### src/rtl/mant_addsub_pkg.sv
package mant_addsub_pkg;
  typedef struct packed {
    logic load;     // capture new result
    logic doSub;    // subtract instead of add
    logic swapOps;  // compute B - A
    logic zeroSign; // force positive sign
  } addsub_ctrl_t;
endpackage

### src/rtl/mant_addsub_ctrl.sv
module mant_addsub_ctrl
  import mant_addsub_pkg::*;
(
  input  logic         inValid,
  input  logic         signA,
  input  logic         signB,
  input  logic         mantGe,
  input  logic         mantEq,
  output addsub_ctrl_t ctrl
);
  logic signsEqual;

  always_comb begin
    signsEqual    = (signA == signB);
    ctrl.load     = inValid;
    ctrl.doSub    = !signsEqual;
    ctrl.swapOps  = !signsEqual && !mantGe;
    ctrl.zeroSign = !signsEqual && mantEq;
  end
endmodule

### src/rtl/mant_addsub_dp.sv
module mant_addsub_dp
  import mant_addsub_pkg::*;
#(
  parameter int MANT_W = 27,
  parameter int EXP_W  = 10
) (
  input  logic              clk,
  input  logic              rstN,
  input  addsub_ctrl_t      ctrl,
  input  logic              signA,
  input  logic              signB,
  input  logic [EXP_W-1:0]  expIn,
  input  logic [MANT_W-1:0] mantA,
  input  logic [MANT_W-1:0] mantB,
  output logic              mantGe,
  output logic              mantEq,
  output logic              validQ,
  output logic              signQ,
  output logic [EXP_W-1:0]  expQ,
  output logic [MANT_W:0]   mantQ
);
  localparam int EXT_W = MANT_W + 1;

  logic [EXT_W-1:0] extA, extB, opL, opR, result;
  logic             signNext;

  always_comb begin
    extA   = {1'b0, mantA};
    extB   = {1'b0, mantB};
    mantGe = (mantA >= mantB);
    mantEq = (mantA == mantB);
    opL    = ctrl.swapOps ? extB : extA;
    opR    = ctrl.swapOps ? extA : extB;
    result = ctrl.doSub ? (opL - opR) : (opL + opR);
    if (ctrl.zeroSign)     signNext = 1'b0;
    else if (ctrl.swapOps) signNext = signB;
    else                   signNext = signA;
  end

  always_ff @(posedge clk) begin
    if (!rstN) begin
      validQ <= 1'b0;
      signQ  <= 1'b0;
      expQ   <= '0;
      mantQ  <= '0;
    end else begin
      validQ <= ctrl.load;
      if (ctrl.load) begin
        signQ <= signNext;
        expQ  <= expIn;
        mantQ <= result;
      end
    end
  end
endmodule

### src/rtl/mant_addsub_stage.sv
module mant_addsub_stage
  import mant_addsub_pkg::*;
#(
  parameter int MANT_W = 27,
  parameter int EXP_W  = 10
) (
  input  logic              clk,
  input  logic              rstN,
  input  logic              inValid,
  input  logic              inSignA,
  input  logic              inSignB,
  input  logic [EXP_W-1:0]  inExp,
  input  logic [MANT_W-1:0] inMantA,
  input  logic [MANT_W-1:0] inMantB,
  output logic              outValid,
  output logic              outSign,
  output logic [EXP_W-1:0]  outExp,
  output logic [MANT_W:0]   outMant
);
  addsub_ctrl_t ctrl;
  logic         mantGe, mantEq;

  mant_addsub_ctrl u_ctrl (
    .inValid(inValid), .signA(inSignA), .signB(inSignB),
    .mantGe(mantGe), .mantEq(mantEq), .ctrl(ctrl)
  );

  mant_addsub_dp #(.MANT_W(MANT_W), .EXP_W(EXP_W)) u_dp (
    .clk(clk), .rstN(rstN), .ctrl(ctrl),
    .signA(inSignA), .signB(inSignB), .expIn(inExp),
    .mantA(inMantA), .mantB(inMantB),
    .mantGe(mantGe), .mantEq(mantEq),
    .validQ(outValid), .signQ(outSign), .expQ(outExp), .mantQ(outMant)
  );
endmodule

### config.mk
export PLATFORM = sky130hd
export DESIGN_NAME = mant_addsub_stage
export DESIGN_NICKNAME = d
export VERILOG_FILES = /design/src/rtl/mant_addsub_pkg.sv /design/src/rtl/mant_addsub_ctrl.sv /design/src/rtl/mant_addsub_dp.sv /design/src/rtl/mant_addsub_stage.sv
export SDC_FILE = /design/constraint.sdc
export NUM_CORES = 1
export LEC_CHECK = 0
export BUFFER_PORTS_ARGS = -buffer_cell sky130_fd_sc_hd__buf_2
export CAP_MARGIN = 20
export CORE_UTILIZATION = 61
export CTS_CLUSTER_DIAMETER = 150
export DETAILED_ROUTE_END_ITERATION = 16
export GPL_TIMING_DRIVEN = 0
export PLACE_DENSITY = 0.9
export REMOVE_ABC_BUFFERS = 1
export SETUP_SLACK_MARGIN = 0.05
export SLEW_MARGIN = 10
export SYNTH_ARGS = -nofsm -noshare
export SYNTH_HDL_FRONTEND = slang
export SYNTH_SLANG_ARGS = --single-unit
### constraint.sdc
create_clock -name clk -period 14.5 [get_ports clk]
set_input_delay 0.725 -clock clk [delete_from_list [all_inputs] [get_ports clk]]
set_output_delay 0.725 -clock clk [all_outputs]
set_load 0.005 [all_outputs]
==> results.ini, run 1 <==
[status]
outcome = complete, no violations

[sta]
relSlewSlack = 0.318
drv_slew = 0
fin_tns_setup_ps = 0
final.period_utilization = 0.466
report.final.setup_viol = 0
worst-slew-pin-transition_ps = 1020
rsz0062_at_grt = false
worst_slack_ps = 7750
post-route-min-period_ps = 6750
total_count_of_hold_check_failures_in_the_final_report = 0
fin_worst_skew_ps = 0
max_freq_mhz = 148

[logic_synthesis]
async_flop_share = 0
synth_top_area_cell = dfxtp_1
synth.lib_cells_used.distinct = 69
synth.yosys.seq_area_share = 0.153
synth_top_cells_by_area = dfxtp_1, ha_1, a21oi_1
synth_top_flop_cell = dfxtp_1
gate_count_after_technology_mapping = 684
synth_edf_count = 0
synthDominantCellAreaShare = 0.153
yosysWarningCount = 0
synthesis.area_um2 = 5240
ys_ff_latch = 40
postSynthAreaPerCell_um2 = 7.66

[cts]
cts.htree.levels = 2
cts_root_buffer = clkbuf_8
path_clk_slew_ps = 90
postCtsSetupRepairBufs = 0
tritoncts.num_buffers = 5
cts_resized = 0
cts_sinks = 40
worst_skew_pair_latency_ps = 300
clock_path_buffers = 2
postCtsHoldBufs = 0
tritoncts_clock_tree = yes

[floorplanning]
core_area_um2 = 8260
die-height_um = 94.7
floorplan.io_pins = 109
floorplan.die.width_um = 94.7
initial_cell_density_of_the_core = 0.635
floorplan.die_area_um2 = 8970
rows = 33

[power]
power_density_nw_per_um2 = 101
power_frac_seq = 0.234
worst_ir_drop_vdd_mv = 0.0942
p_comb_frac = 0.637
clock_power_share = 0.129
cell_internal_pwr_uw = 335
swShare = 0.445
leakagePower_uw = 0.00269
total_power_uw = 604
p_sw_uw = 269

[worst_setup_path]
setup.worst_path.end = u_dp.mantQ[22]$_SDFFE_PN0P_
path_buf_inv = 5
crit-reg2reg-capture = u_dp.mantQ[22]$_SDFFE_PN0P_
critical_path.top_delay_family = simple AND/OR/NAND/NOR gates
timing.critical_path.depth = 26
start_kind = primary input
worst-setup-path-type = in -> reg
critPathLaunch = inMantB[25]
timing.critical_path.mode_cell = ha_1
reg2regPathDepth = 1
critical_path.endpoint_type = flop
setup.reg_to_reg.worst_slack_ps = 13750
max_stage_delay_ps = 600
launch_point_of_the_worst_reg_to_reg_path = u_dp.mantQ[22]$_SDFFE_PN0P_
max_stage_delay_cell_worst_path = nor4_1
maximum_fanout_count_along_the_critical_path = 36
critPathArrivalTime_ps = 6950
critical_path_required_ps = 14690

[route]
first_iter_violations = 391
remaining_drc_errors = 0
route.detailed.vias_per_inst = 6.23
postRouteWirelength_um = 14600
wl_per_cell_um = 16.5
highest-signal-layer = met4
wl_met2_um = 6590
vias = 5498
detail-route-antenna-nets = 0
route.layer.met1.wl_um = 6400
detailedRoute.firstPassIterationCount = 5
wl_met3_um = 1160

[place]
gpl.final_weighted_congestion = 0.955
io_buffers = 108
place.detailed.hpwl_um = 11700
placement.setup.worst_slack_ps = 7520

[finish]
synthToLayoutAreaGrowth_pct = 14.0
diodes = 0
layout-drive-gt1-share = 0.213
nets = 902

[grt]
grtUsageTotal = 0.335
overflow = 0
grt_pass1_vias = 5058
grt_pass1_wl_um = 23800
pin_count_of_the_biggest_net_entering_global_routing = 51
grt_antenna_before_repair = 0

[min_path]
worstHoldPathType = reg -> reg

[run]
drv.max_cap_violation_count = 0

area by class of cell:
| type | count | area (um^2) |
|---|---|---|
| multi-input combinational | 575 | 4160 |
| fill | 687 | 2280 |
| sequential | 40 | 801 |
| timing repair buffer | 113 | 631 |
| inverter | 42 | 158 |
| tap | 105 | 131 |
| clock buffer | 6 | 72.6 |
| clock inverter | 2 | 16.3 |
how the worst min path moves through the flow:
stage               slack, ps  cells after the start                   startpoint                          end
floorplan                 450                      2  u_dp.mantQ[17]$_SDFFE_PN0P_  u_dp.mantQ[17]$_SDFFE_PN0P_
global placement          460                      2  u_dp.mantQ[17]$_SDFFE_PN0P_  u_dp.mantQ[17]$_SDFFE_PN0P_
detailed placement        470                      1   u_dp.mantQ[2]$_SDFFE_PN0P_   u_dp.mantQ[2]$_SDFFE_PN0P_
CTS                       490                      2  u_dp.mantQ[17]$_SDFFE_PN0P_  u_dp.mantQ[17]$_SDFFE_PN0P_
global route              510                      1   u_dp.mantQ[2]$_SDFFE_PN0P_   u_dp.mantQ[2]$_SDFFE_PN0P_
finish                    490                      1   u_dp.mantQ[2]$_SDFFE_PN0P_   u_dp.mantQ[2]$_SDFFE_PN0P_
power by group through the flow:
stage / combinational [uW] / sequential (uW) / clock, uW
floorplan: 266 / 145 / 0
global placement: 357 / 142 / 0
detailed placement: 374 / 143 / 0
CTS: 378 / 141 / 80.1
global route: 425 / 144 / 84.4
finish: 385 / 141 / 78.0
cell usage after synthesis, types with 2 or more instances:
| cell | number |
|---|---|
| or2_2 | 6 |
| mux2_2 | 24 |
| nand2_1 | 29 |
| a21boi_0 | 2 |
| o2bb2ai_1 | 2 |
| a211oi_1 | 13 |
| o311ai_1 | 2 |
| nor3b_1 | 3 |
| or4_4 | 2 |
| dfxtp_1 | 40 |
| nor2_1 | 67 |
| and2_1 | 5 |
| inv_1 | 41 |
| o21bai_1 | 7 |
| mux2i_1 | 34 |
| xor2_1 | 7 |
| or3_1 | 10 |
| o21a_1 | 8 |
| o211a_1 | 5 |
| o211ai_1 | 5 |
| o21ai_1 | 10 |
| a21oi_1 | 68 |
| a31oi_1 | 7 |
| nor2b_1 | 26 |
| nand2b_1 | 2 |
| nand3b_1 | 4 |
| or2_1 | 2 |
| a21o_1 | 9 |
| clkbuf_1 | 15 |
| o211ai_2 | 2 |
| nand4_1 | 11 |
| o21ai_0 | 26 |
| ha_1 | 55 |
| buf_2 | 10 |
| mux2_1 | 6 |
| a211oi_2 | 2 |
| xnor2_1 | 37 |
| nor3_1 | 18 |
| nor4_1 | 10 |
| nand3_1 | 23 |
metal layers:
metal  track usage  vias up
li1              -     2680
met1         0.448     2527
met2         0.539      255
met3        0.0459       36
met4         0.133        0
met5             0        -
registers in the layout, indices dropped and copies added (netlist names):
register     cells
u_dp.mantQ      28
u_dp.expQ       10
u_dp.validQ      1
u_dp.signQ       1
placed cells by master (no fill, tap or decap), drive strengths merged, types with 3 or more instances in the layout:
cell	synthesis	routed
mux2i	34	34
nor2	68	68
clkbuf	15	6
or4	3	3
and2	5	5
nor3b	4	4
nand4	11	11
inv	41	41
a211oi	15	15
a21o	9	9
nor2b	26	26
o211a	5	5
o21ai	36	36
o21a	8	8
nand3	24	24
ha	55	55
nor3	19	19
nor4	10	10
nand2	29	29
mux2	30	30
xor2	7	7
buf	12	112
or2	9	9
dfxtp	40	40
a31oi	7	7
o21bai	7	7
or3	11	11
o211ai	7	7
nand3b	5	5
a21oi	68	68
xnor2	37	37
metrics by stage:
step / cells / utilization / instance area (um^2) / hold slack [ps]
2_1_floorplan: 657 / - / 5110 / 453
3_3_place_gp: 870 / 0.701 / 5790 / 456
3_5_place_dp: 875 / 0.713 / 5880 / 473
4_1_cts: 883 / 0.723 / 5970 / 492
5_1_grt: 883 / 0.723 / 5970 / 505
6_report: 883 / 0.723 / 5970 / 488
logic make-up after synthesis:
kind of cell    share of synthesized area
simple gates                        0.236
fa+ha+maj                           0.135
compound gates                      0.219
mux                                 0.129
buf+inv                            0.0540
flops                               0.153
xor+xnor                           0.0735
(Power assumes the default switching activity.)
==> run 2, diff against run 1 <==
--- a/config.mk
+++ b/config.mk
@@ -7,11 +7,11 @@
 export LEC_CHECK = 0
 export BUFFER_PORTS_ARGS = -buffer_cell sky130_fd_sc_hd__buf_2
 export CAP_MARGIN = 20
-export CORE_UTILIZATION = 61
+export CORE_UTILIZATION = 51
 export CTS_CLUSTER_DIAMETER = 150
 export DETAILED_ROUTE_END_ITERATION = 16
 export GPL_TIMING_DRIVEN = 0
-export PLACE_DENSITY = 0.9
+export PLACE_DENSITY = 0.8
 export REMOVE_ABC_BUFFERS = 1
 export SETUP_SLACK_MARGIN = 0.05
 export SLEW_MARGIN = 10
==> constraint.sdc (replaced) <==
create_clock -name clk -period 6.1 [get_ports clk]
set_input_delay 0.305 -clock clk [delete_from_list [all_inputs] [get_ports clk]]
set_output_delay 0.305 -clock clk [all_outputs]
set_load 0.005 [all_outputs]
==> run 2 against run 1 <==
Net effect:
- global-route usage decreased by 5.5 points
- sequential cell count is the same
- sequential power is 140% higher
- final area is 1.6% higher
- power up 140%
- worst hold slack worse by 230 ps
- combinational power grew 140%
- via count fell by 1.9%
- core utilization is 11 points lower
- critical path depth decreased by 1
- largest cell class unchanged
==> results.ini, run 2 (synthesis results as in run 1) <==
[cts]
cts.htree.levels = 2  ; unchanged
tritoncts.num_buffers = 5  ; unchanged
cts_root_buffer = clkbuf_8
worst_skew_pair_latency_ps = 300  ; about the same
cts_sinks = 40  ; unchanged
clock_path_buffers = 2  ; unchanged
tritoncts_clock_tree = yes
path_clk_slew_ps = 80  ; about the same

[floorplanning]
floorplan.io_pins = 109  ; unchanged
floorplan.die_area_um2 = 10700  ; +19%
core_area_um2 = 9860  ; +19%
die-height_um = 103  ; +9.2%
initial_cell_density_of_the_core = 0.531  ; -0.103
floorplan.die.width_um = 103  ; +9.2%
rows = 36  ; +9.1%

[finish]
layout.filler_cells = 889  ; +29%
post_layout_nonfiller_instances = 914  ; +3.5%
largest-register = u_dp.mantQ
most-common-layout-cells = buf_2, a21oi_1, nor2_1
synthToLayoutAreaGrowth_pct = 15.8
nets = 905  ; +0.33%
layout-drive-gt1-share = 0.223  ; +0.00942
largest_register_ff_count = 28  ; unchanged
diodes = 0  ; unchanged
reg_top3 = u_dp.mantQ x28, u_dp.expQ x10
final_common_cell = buf_2
postLayoutCoreUtil = 0.615  ; -0.108

[sta]
max_freq_mhz = 175
relSlewSlack = 0.325  ; +0.00689
drv_slew = 0  ; unchanged
post-route-min-period_ps = 5710
final.period_utilization = 0.936
fin_worst_skew_ps = 0  ; unchanged
report.final.setup_viol = 0  ; unchanged
total_count_of_hold_check_failures_in_the_final_report = 0  ; unchanged
fin_tns_setup_ps = 0  ; unchanged
hold-worst-slack_ps = 262  ; -226 ps
worst-slew-pin-transition_ps = 1010  ; -10.3 ps

[place]
io_buffers = 108  ; unchanged
place.detailed.hpwl_um = 11600  ; -0.82%
placed_cells = 902  ; +3.1%
gpl.final_weighted_congestion = 0.916  ; -4.0%

[route]
route.detailed.vias_per_inst = 5.90  ; -5.2%
wl_per_cell_um = 16.2  ; -1.7%
postRouteWirelength_um = 14800  ; +1.8%
detailedRoute.firstPassIterationCount = 5  ; unchanged
vias = 5393  ; -1.9%
first_iter_violations = 287  ; -27%
remaining_drc_errors = 0  ; unchanged
detail-route-antenna-nets = 0  ; unchanged

[worst_setup_path]
start_kind = primary input
worst-setup-path-type = in -> reg
critical_path.endpoint_type = flop
setup.reg_to_reg.worst_slack_ps = 5350  ; -8400 ps
reg2regPathDepth = 2  ; +1
crit-reg2reg-capture = u_dp.mantQ[23]$_SDFFE_PN0P_
maximum_fanout_count_along_the_critical_path = 38  ; +5.6%
launch_point_of_the_worst_reg_to_reg_path = u_dp.mantQ[23]$_SDFFE_PN0P_
critical_path_required_ps = 6340  ; -8350 ps
critPathArrivalTime_ps = 5960  ; -990 ps

[min_path]
worst_hold_path.endpoint = u_dp.expQ[4]$_SDFFE_PN0P_
hold_start = inExp[4]
min_path_cells = 3  ; +2
worstHoldPathType = in -> reg

[power]
clock_power_share = 0.131  ; +0.002
cell_internal_pwr_uw = 810  ; +140%
power_density_nw_per_um2 = 239  ; +140%
p_sw_uw = 642  ; +140%
power_frac_seq = 0.231  ; -0.003
swShare = 0.442  ; -0.00319
leakagePower_uw = 0.00270  ; +0.34%
worst_ir_drop_vdd_mv = 0.210  ; +120%
total_power_uw = 1450  ; +140%
p_comb_frac = 0.638  ; about the same

[grt]
grt_pass1_vias = 4872  ; -3.7%
overflow = 0  ; unchanged
grt_pass1_wl_um = 23600  ; -0.55%
grt_antenna_before_repair = 0  ; unchanged
grtUsageTotal = 0.279  ; -0.0554
pin_count_of_the_biggest_net_entering_global_routing = 51  ; unchanged

[run]
drv.max_cap_violation_count = 0  ; unchanged

[status]
outcome = complete, no violations

## run 2: changes by cell type in the layout (fill, tap and decap cells not counted), sizes merged
| cell | before | now |
|---|---|---|
| clkinv | 2 | 1 |
| nor2 | 68 | 69 |
| clkbuf | 6 | 7 |
| buf | 112 | 114 |
## run 2: layout make-up
| cell class | count | area (um^2) | share of cell area |
|---|---|---|---|
| Sequential cell | 40 | 801 | 0.132 |
| Inverter | 42 | 158 | 0.0260 |
| Timing Repair Buffer | 115 | 629 | 0.104 |
| Clock buffer | 7 | 86.3 | 0.0142 |
| Tap cell | 133 | 166 | 0.0274 |
| Clock inverter | 1 | 7.51 | 0.00124 |
| Multi-Input combinational cell | 576 | 4220 | 0.695 |
## run 2: metal layers
| layer | share of wire | up-vias | track usage |
|---|---|---|---|
| met3 | 0.061 | 18 | 0.0343 |
| met2 | 0.46 | 193 | 0.434 |
| met1 | 0.47 | 2502 | 0.406 |
| met5 | 0 | - | 0 |
| li1 | - | 2680 | - |
| met4 | 0.015 | 0 | 0.0704 |
## run 2: repair_timing
item	CTS	global route
resized for setup	0	8
setup endpoints to repair	11	12
hold buffers	0	0
buffers inserted	1	2
pin swaps	1	2
cloned	1	0
## run 2: power by group through the flow
| stage | registers, uW | clock network [uW] | logic, uW |
|---|---|---|---|
| CTS | 336 | 195 | 895 |
| detailed placement | 342 | 0 | 884 |
| finish | 336 | 190 | 927 |
| floorplan | 345 | 0 | 631 |
| global placement | 339 | 0 | 854 |
| global route | 342 | 204 | 1030 |
## run 2: how the worst max path moves through the flow
| stage | start | endpoint | slack [ps] | cells past startpoint |
|---|---|---|---|---|
| after floorplan | inMantB[4] | u_dp.mantQ[24]$_SDFFE_PN0P_ | -310 | 24 |
| after global placement | inMantB[4] | u_dp.mantQ[25]$_SDFFE_PN0P_ | -1590 | 25 |
| after detailed placement | inMantB[4] | u_dp.mantQ[24]$_SDFFE_PN0P_ | -640 | 25 |
| after CTS | inMantB[4] | u_dp.mantQ[24]$_SDFFE_PN0P_ | 140 | 25 |
| after global routing | inMantB[4] | u_dp.mantQ[22]$_SDFFE_PN0P_ | -30 | 25 |
| final | inMantB[24] | u_dp.mantQ[24]$_SDFFE_PN0P_ | 390 | 25 |
## run 2: per-stage QoR
stage          setup WS (ps)  instance area (um^2)
5_1_grt                -33.9                  6070
2_1_floorplan           -306                  5110
3_3_place_gp           -1590                  5820
4_1_cts                  144                  6000
6_report                 389                  6070
3_5_place_dp            -642                  5900
## run 2: worst max-delay path: stages
cell and delay (ps):
buf_2 110, inv_1 70, ha_1 290, nand4_1 210, nor4_2 400, and2_1 260
or2_1 300, nor2_4 90, buf_12 180, mux2i_2 220, ha_2 280, nand4_1 160
or2_2 340, nor4_1 190, a211oi_1 100, xnor2_1 300, ha_1 330, o21ai_0 250
a21oi_1 140, nor2_2 190, o41ai_2 150, o211a_1 280, or4_1 450, a31oi_1 190
nand3b_1 130
